[src/rtl/sdram_trk_pkg.sv]
package sdram_trk_pkg;

    localparam int NBANK = 2;

    typedef enum logic [3:0] {
        CMD_NOP   = 4'd0,
        CMD_DESEL = 4'd1,
        CMD_ACT   = 4'd2,
        CMD_RD    = 4'd3,
        CMD_WR    = 4'd4,
        CMD_PRE   = 4'd5,
        CMD_BST   = 4'd6,
        CMD_AREF  = 4'd7,
        CMD_SREF  = 4'd8,
        CMD_MRS   = 4'd9
    } cmd_e;

    typedef struct packed {
        cmd_e cmd;
        logic bank;   // top address bit
        logic a10;    // auto-precharge / precharge-all bit
    } req_t;

    localparam logic [2:0] LAT_TWO   = 3'b010;
    localparam logic [2:0] LAT_THREE = 3'b011;

    function automatic cmd_e decode_cmd(input logic cs_n, input logic ras_n,
                                        input logic cas_n, input logic we_n,
                                        input logic cke);
        cmd_e c;
        if (cs_n) begin
            c = CMD_DESEL;
        end else begin
            unique case ({ras_n, cas_n, we_n})
                3'b111:  c = CMD_NOP;
                3'b011:  c = CMD_ACT;
                3'b101:  c = CMD_RD;
                3'b100:  c = CMD_WR;
                3'b010:  c = CMD_PRE;
                3'b110:  c = CMD_BST;
                3'b001:  c = cke ? CMD_AREF : CMD_SREF;
                default: c = CMD_MRS;
            endcase
        end
        return c;
    endfunction

    function automatic logic latency_legal(input logic [2:0] f);
        return (f == LAT_TWO) || (f == LAT_THREE);
    endfunction

endpackage

[src/rtl/sdram_cmd_classify.sv]
module sdram_cmd_classify
    import sdram_trk_pkg::*;
(
    input  logic cke,
    input  logic cs_n,
    input  logic ras_n,
    input  logic cas_n,
    input  logic we_n,
    input  logic bank_bit,
    input  logic a10_bit,
    output req_t req
);
    always_comb begin
        req.cmd  = decode_cmd(cs_n, ras_n, cas_n, we_n, cke);
        req.bank = bank_bit;
        req.a10  = a10_bit;
    end
endmodule

[src/rtl/sdram_bank_state.sv]
module sdram_bank_state #(
    parameter int NB = 2
) (
    input  logic          clk,
    input  logic          rst,
    input  logic [NB-1:0] open_req,
    input  logic [NB-1:0] close_req,
    output logic [NB-1:0] open_q
);
    for (genvar b = 0; b < NB; b++) begin : g_bank
        always_ff @(posedge clk) begin
            if (rst)
                open_q[b] <= 1'b0;
            else if (close_req[b])
                open_q[b] <= 1'b0;
            else if (open_req[b])
                open_q[b] <= 1'b1;
        end
    end
endmodule

[src/rtl/sdram_mode_reg.sv]
module sdram_mode_reg
    import sdram_trk_pkg::*;
#(
    parameter int MODE_W = 12,
    parameter int LAT_LSB = 4
) (
    input  logic              clk,
    input  logic              rst,
    input  logic              wr_en,
    input  logic [MODE_W-1:0] wr_data,
    output logic [MODE_W-1:0] mode_q,
    output logic              valid
);
    localparam int LAT_MSB = LAT_LSB + 2;

    always_ff @(posedge clk) begin
        if (rst)
            mode_q <= '0;
        else if (wr_en)
            mode_q <= wr_data;
    end

    assign valid = latency_legal(mode_q[LAT_MSB:LAT_LSB]);
endmodule

[src/rtl/sdram_cmd_tracker.sv]
module sdram_cmd_tracker
    import sdram_trk_pkg::*;
#(
    parameter int ADDR_W  = 12,
    parameter int ROW_W   = 11,
    parameter int COL_W   = 8,
    parameter int LAT_LSB = 4
) (
    input  logic              clk,
    input  logic              rst,
    input  logic              cke,
    input  logic              cs_n,
    input  logic              ras_n,
    input  logic              cas_n,
    input  logic              we_n,
    input  logic [ADDR_W-1:0] addr,
    output logic [3:0]        cmd_o,
    output logic              bank_o,
    output logic [ROW_W-1:0]  row_o,
    output logic [COL_W-1:0]  col_o,
    output logic              auto_pre_o,
    output logic [ADDR_W-1:0] mode_o,
    output logic              mode_valid_o,
    output logic              err_o,
    output logic [NBANK-1:0]  bank_open_o
);
    localparam int BANK_BIT = ADDR_W - 1;
    localparam int A10_BIT  = ADDR_W - 2;

    req_t             req;
    logic [NBANK-1:0] open_req, close_req, open_q;
    logic             mode_wr, mode_ok, illegal, any_open;
    logic [ADDR_W-1:0] mode_q;

    sdram_cmd_classify u_classify (
        .cke      (cke),
        .cs_n     (cs_n),
        .ras_n    (ras_n),
        .cas_n    (cas_n),
        .we_n     (we_n),
        .bank_bit (addr[BANK_BIT]),
        .a10_bit  (addr[A10_BIT]),
        .req      (req)
    );

    sdram_bank_state #(.NB(NBANK)) u_banks (
        .clk       (clk),
        .rst       (rst),
        .open_req  (open_req),
        .close_req (close_req),
        .open_q    (open_q)
    );

    sdram_mode_reg #(.MODE_W(ADDR_W), .LAT_LSB(LAT_LSB)) u_mode (
        .clk     (clk),
        .rst     (rst),
        .wr_en   (mode_wr),
        .wr_data (addr),
        .mode_q  (mode_q),
        .valid   (mode_ok)
    );

    assign any_open = |open_q;

    // Legality and state updates for the sampled command
    always_comb begin
        open_req  = '0;
        close_req = '0;
        mode_wr   = 1'b0;
        illegal   = 1'b0;
        unique case (req.cmd)
            CMD_ACT: begin
                illegal = !mode_ok || open_q[req.bank];
                if (!illegal) open_req[req.bank] = 1'b1;
            end
            CMD_RD, CMD_WR: begin
                illegal = !mode_ok || !open_q[req.bank];
                if (!illegal && req.a10) close_req[req.bank] = 1'b1;
            end
            CMD_PRE: begin
                if (req.a10) close_req = '1;
                else         close_req[req.bank] = 1'b1;
            end
            CMD_AREF, CMD_SREF: illegal = any_open;
            CMD_MRS: begin
                illegal = any_open;
                mode_wr = !any_open;
            end
            default: ;
        endcase
    end

    always_ff @(posedge clk) begin
        if (rst) begin
            cmd_o      <= CMD_NOP;
            bank_o     <= 1'b0;
            row_o      <= '0;
            col_o      <= '0;
            auto_pre_o <= 1'b0;
            err_o      <= 1'b0;
        end else begin
            cmd_o      <= req.cmd;
            err_o      <= illegal;
            auto_pre_o <= (req.cmd == CMD_RD || req.cmd == CMD_WR) && req.a10;
            if (req.cmd != CMD_DESEL) begin
                bank_o <= req.bank;
                row_o  <= addr[ROW_W-1:0];
                col_o  <= addr[COL_W-1:0];
            end
        end
    end

    assign mode_o       = mode_q;
    assign mode_valid_o = mode_ok;
    assign bank_open_o  = open_q;
endmodule

[config.mk]
export PLATFORM = sky130hd
export DESIGN_NAME = sdram_cmd_tracker
export DESIGN_NICKNAME = d
export VERILOG_FILES = /design/src/rtl/sdram_trk_pkg.sv /design/src/rtl/sdram_cmd_classify.sv /design/src/rtl/sdram_bank_state.sv /design/src/rtl/sdram_mode_reg.sv /design/src/rtl/sdram_cmd_tracker.sv
export SDC_FILE = /design/constraint.sdc
export NUM_CORES = 1
export LEC_CHECK = 0
export BUFFER_PORTS_ARGS = -buffer_cell sky130_fd_sc_hd__buf_4
export CELL_PAD_IN_SITES_DETAIL_PLACEMENT = 1
export CELL_PAD_IN_SITES_GLOBAL_PLACEMENT = 2
export CORE_ASPECT_RATIO = 0.75
export CORE_MARGIN = 4
export CORE_UTILIZATION = 28
export DETAILED_ROUTE_END_ITERATION = 8
export GPL_TIMING_DRIVEN = 0
export PLACE_DENSITY = 0.9
export SLEW_MARGIN = 20
export SYNTH_ARGS = -nofsm -noshare
export SYNTH_HDL_FRONTEND = slang
export SYNTH_SLANG_ARGS = --single-unit
[constraint.sdc]
create_clock -name clk -period 2 [get_ports clk]
set_input_delay 0.1 -clock clk [delete_from_list [all_inputs] [get_ports clk]]
set_output_delay 0.1 -clock clk [all_outputs]
set_load 0.01 [all_outputs]
==> results.md <==
- Fraction of layout cells with a size suffix above 1: 41.3%
- Sequential element share of the synthesized area: 47.4%
- Buffers on Ports: 59
- Root Buffer Master: clkbuf_8
- Post-detailed-route DRC marker count: 0
- Final WL: 4000 um
- Maxcap violations: 0
- Clock tree from TritonCTS: done
- Portion of the clock cycle consumed by the worst path in the final layout: between 60% and 70%
- Worst-skew pair later-pin latency: 0.29 ns
- CP endpoint kind: flip-flop
- TNS Setup: 0 ns
- ANT nets after route: 0
- Cell with the biggest individual delay on the critical path: dfxtp_1
- Critical path start-end classification: flip-flop to flip-flop
- Worst IR Drop VDD: approximately 0.00042 V
- Layout fillers: around 540
- Detailed-route wire length per cell: 15.2 um
- Worst Path Max Fanout: 10
- CTS H-Tree Depth: 2
- Final-report hold violation count: 0
- Initial Util: roughly 30%
- Syn_nets: 158
- Clock input transition at the sequential cells of the worst setup and hold paths: roughly 0.07 ns
- Wire length of the first global-routing pass: roughly 6300 um
- Number of diodes: 0
- RD Place Congestion: between 0.7 and 0.8
- First DRT Iteration DRCs: 32
- Unique masters post-synth: 30
- Sinks on the clock net: 32
- Highest clock rate: 780 MHz
- Most frequent cells in the layout: 68 x buf_4, 32 x dfxtp_1, 30 x nor2_1, 22 x mux2i_1, 7 x clkbuf_8
- Total clock buffers created by CTS: 5
- Startpoint type of the worst setup path: flip-flop
- Length of the first detailed-routing pass in iterations: 4
- Area of the die: 6020 um2
- Global route overflow: 0
- Area of the mapped netlist: around 1400 um2
- Most common library cell in the layout ignoring fill and taps: buf_4
- Crit path time final: ~1.3 ns
- Final-report max-slew violation count: 0
- Required time at the worst-slack endpoint: about 2.2 ns
- I/O pin count: 60
- Post-layout utilization of the core: 43.6%
- Number of instances in the synthesized netlist: around 140
- Total via count after detailed routing: around 1,200
- DP Wirelength: between 3000 and 4000 um
- Slew margin rel.: 65.2%
- Slew of the pin with the lowest slew margin: 0.522 ns
- Leakage component of the power: approximately 1 nW
- Core footprint: around 4600 um2
- Worst Path Arrival: about 1.4 ns
- Kind of path behind the tightest hold check: primary input to flip-flop
- Die H: 68.2 um
- Register bit count reported by yosys: 32
- Delay of the slowest critical-path stage: around 0.33 ns
- Largest net degree at the start of global routing: 11
- Setup clock skew after layout: approximately 0.0055 ns
- Quantity of hold-fixing buffers added after cts: 0
- Mean post-synth cell area: roughly 9.7 um2
- Pwr per Cell Area: around 790 nW/um2
- Global routing usage summed across all routing layers: 14.0%
- Number of endpoints failing setup at the final stage: 0
- Number of antenna violations at the first check in global routing: 0
- Min Hold Slack: ~0.017 ns
- Die Span X: slightly below 90 um
- Setup fix buffers added after clock tree synthesis: 0
- Run status: completed
- Number of cells upsized or downsized after cts: 0
- Unrepaired setup endpoints after global routing: false
- Fin nets: 224
- Number of global-route vias before repair: approximately 1,300
- Most used cell along the critical path: nor2_1
- Number of cell rows: 21
- Maximum buffer depth of the clock tree: 2
- Critical path, cell by cell: nor2_1 -> nand2_2 -> buf_6 -> mux2i_1 -> nor2_1
- Yosys synthesis warning count: 0
- Area growth, synth to finish: 47.4%
- Routed vias/inst: ~4.7
-- state kept, by name, indices dropped and copies added (netlist names) --
name / cells
bank_o: 1
auto_pre_o: 1
err_o: 1
u_banks.open_q: 2
row_o: 11
cmd_o: 4
u_mode.mode_q: 12
-- metrics by stage --
step	cells	setup WS, ns	cell area [um2]	total power, mW
2_1_floorplan	139	0.866	1350	0.795
3_3_place_gp	255	0.678	1870	0.905
3_5_place_dp	255	0.647	1870	0.910
4_1_cts	263	0.712	1990	1.61
5_1_grt	263	0.629	1990	1.64
6_report	263	0.717	1990	1.58
-- synth_stat cells --
master	count	area, um2
buf_6	2	22.5
or4_1	1	7.51
dfxtp_1	32	641
nand2_1	3	11.3
o21a_1	1	7.51
o2bb2ai_1	1	8.76
o21ai_0	2	10.0
nor4b_2	1	15.0
a31oi_1	2	12.5
nor4_1	1	6.26
nor4_4	1	21.3
nand2b_1	2	12.5
nand4bb_1	1	11.3
nor2_1	30	113
o22ai_1	1	6.26
clkbuf_1	3	11.3
a211oi_1	2	15.0
a21boi_1	1	7.51
mux2_2	1	11.3
buf_2	3	15.0
nor4b_1	2	17.5
mux2i_1	22	220
buf_4	9	67.6
nand2_2	1	6.26
or3_1	1	6.26
nor4bb_1	1	10.0
o21ai_1	2	10.0
a21oi_1	6	30.0
inv_1	1	3.75
nand3_1	3	15.0
-- layout make-up --
cell class              instances  area (um2)  area share (%)
flip-flops and latches         32         641            32.1
multi-input cells              89         592            29.7
repair buffers                 59         443            22.2
plain buffers                  17         116            5.84
clock buffers                   7        96.3            4.83
well taps                      57        71.3            3.58
clock inverters                 1        30.0            1.51
inverters                       1        3.75           0.188
-- per-layer routing --
layer / GRT usage [%] / up-vias / share of wire (%)
li1: - / 603 / -
met1: 18.3 / 584 / 47
met2: 21.5 / 36 / 45
met3: 4.93 / 3 / 7.1
met4: 4.72 / 0 / 0.82
met5: 0 / - / 0
-- where the power goes --
| part | internal, mW | switching [mW] |
|---|---|---|
| Clock | 0.440 | 0.250 |
| Sequential | 0.662 | 0.0147 |
| Combinational | 0.114 | 0.103 |
-- critical path, delay by kind of cell (launching register included) --
kind,cells,cell delay [ns]
multiplexers,1,0.15
flip-flops,1,0.33
buffers and inverters,1,0.19
AND/OR/NAND/NOR,3,0.47
-- path summary, 6_finish.rpt --
| check | startpoint | endpoint | cells after the start | slack [ns] |
|---|---|---|---|---|
| worst max-delay path | u_banks.open_q[1] | u_mode.mode_q[2] | 5 | 0.72 |
| worst min-delay path | cke | cmd_o[3] | 2 | 0.02 |
| worst max register to register | u_banks.open_q[1] | u_mode.mode_q[2] | 5 | 0.72 |
| worst min register to register | u_mode.mode_q[11] | u_mode.mode_q[11] | 2 | 0.47 |
-- cells by family after synthesis --
group / synth area share [%]
compound gates: 7.96
flops: 47.4
mux: 17.1
buf+inv: 8.88
simple gates: 18.7
(Power assumes the default switching activity.)
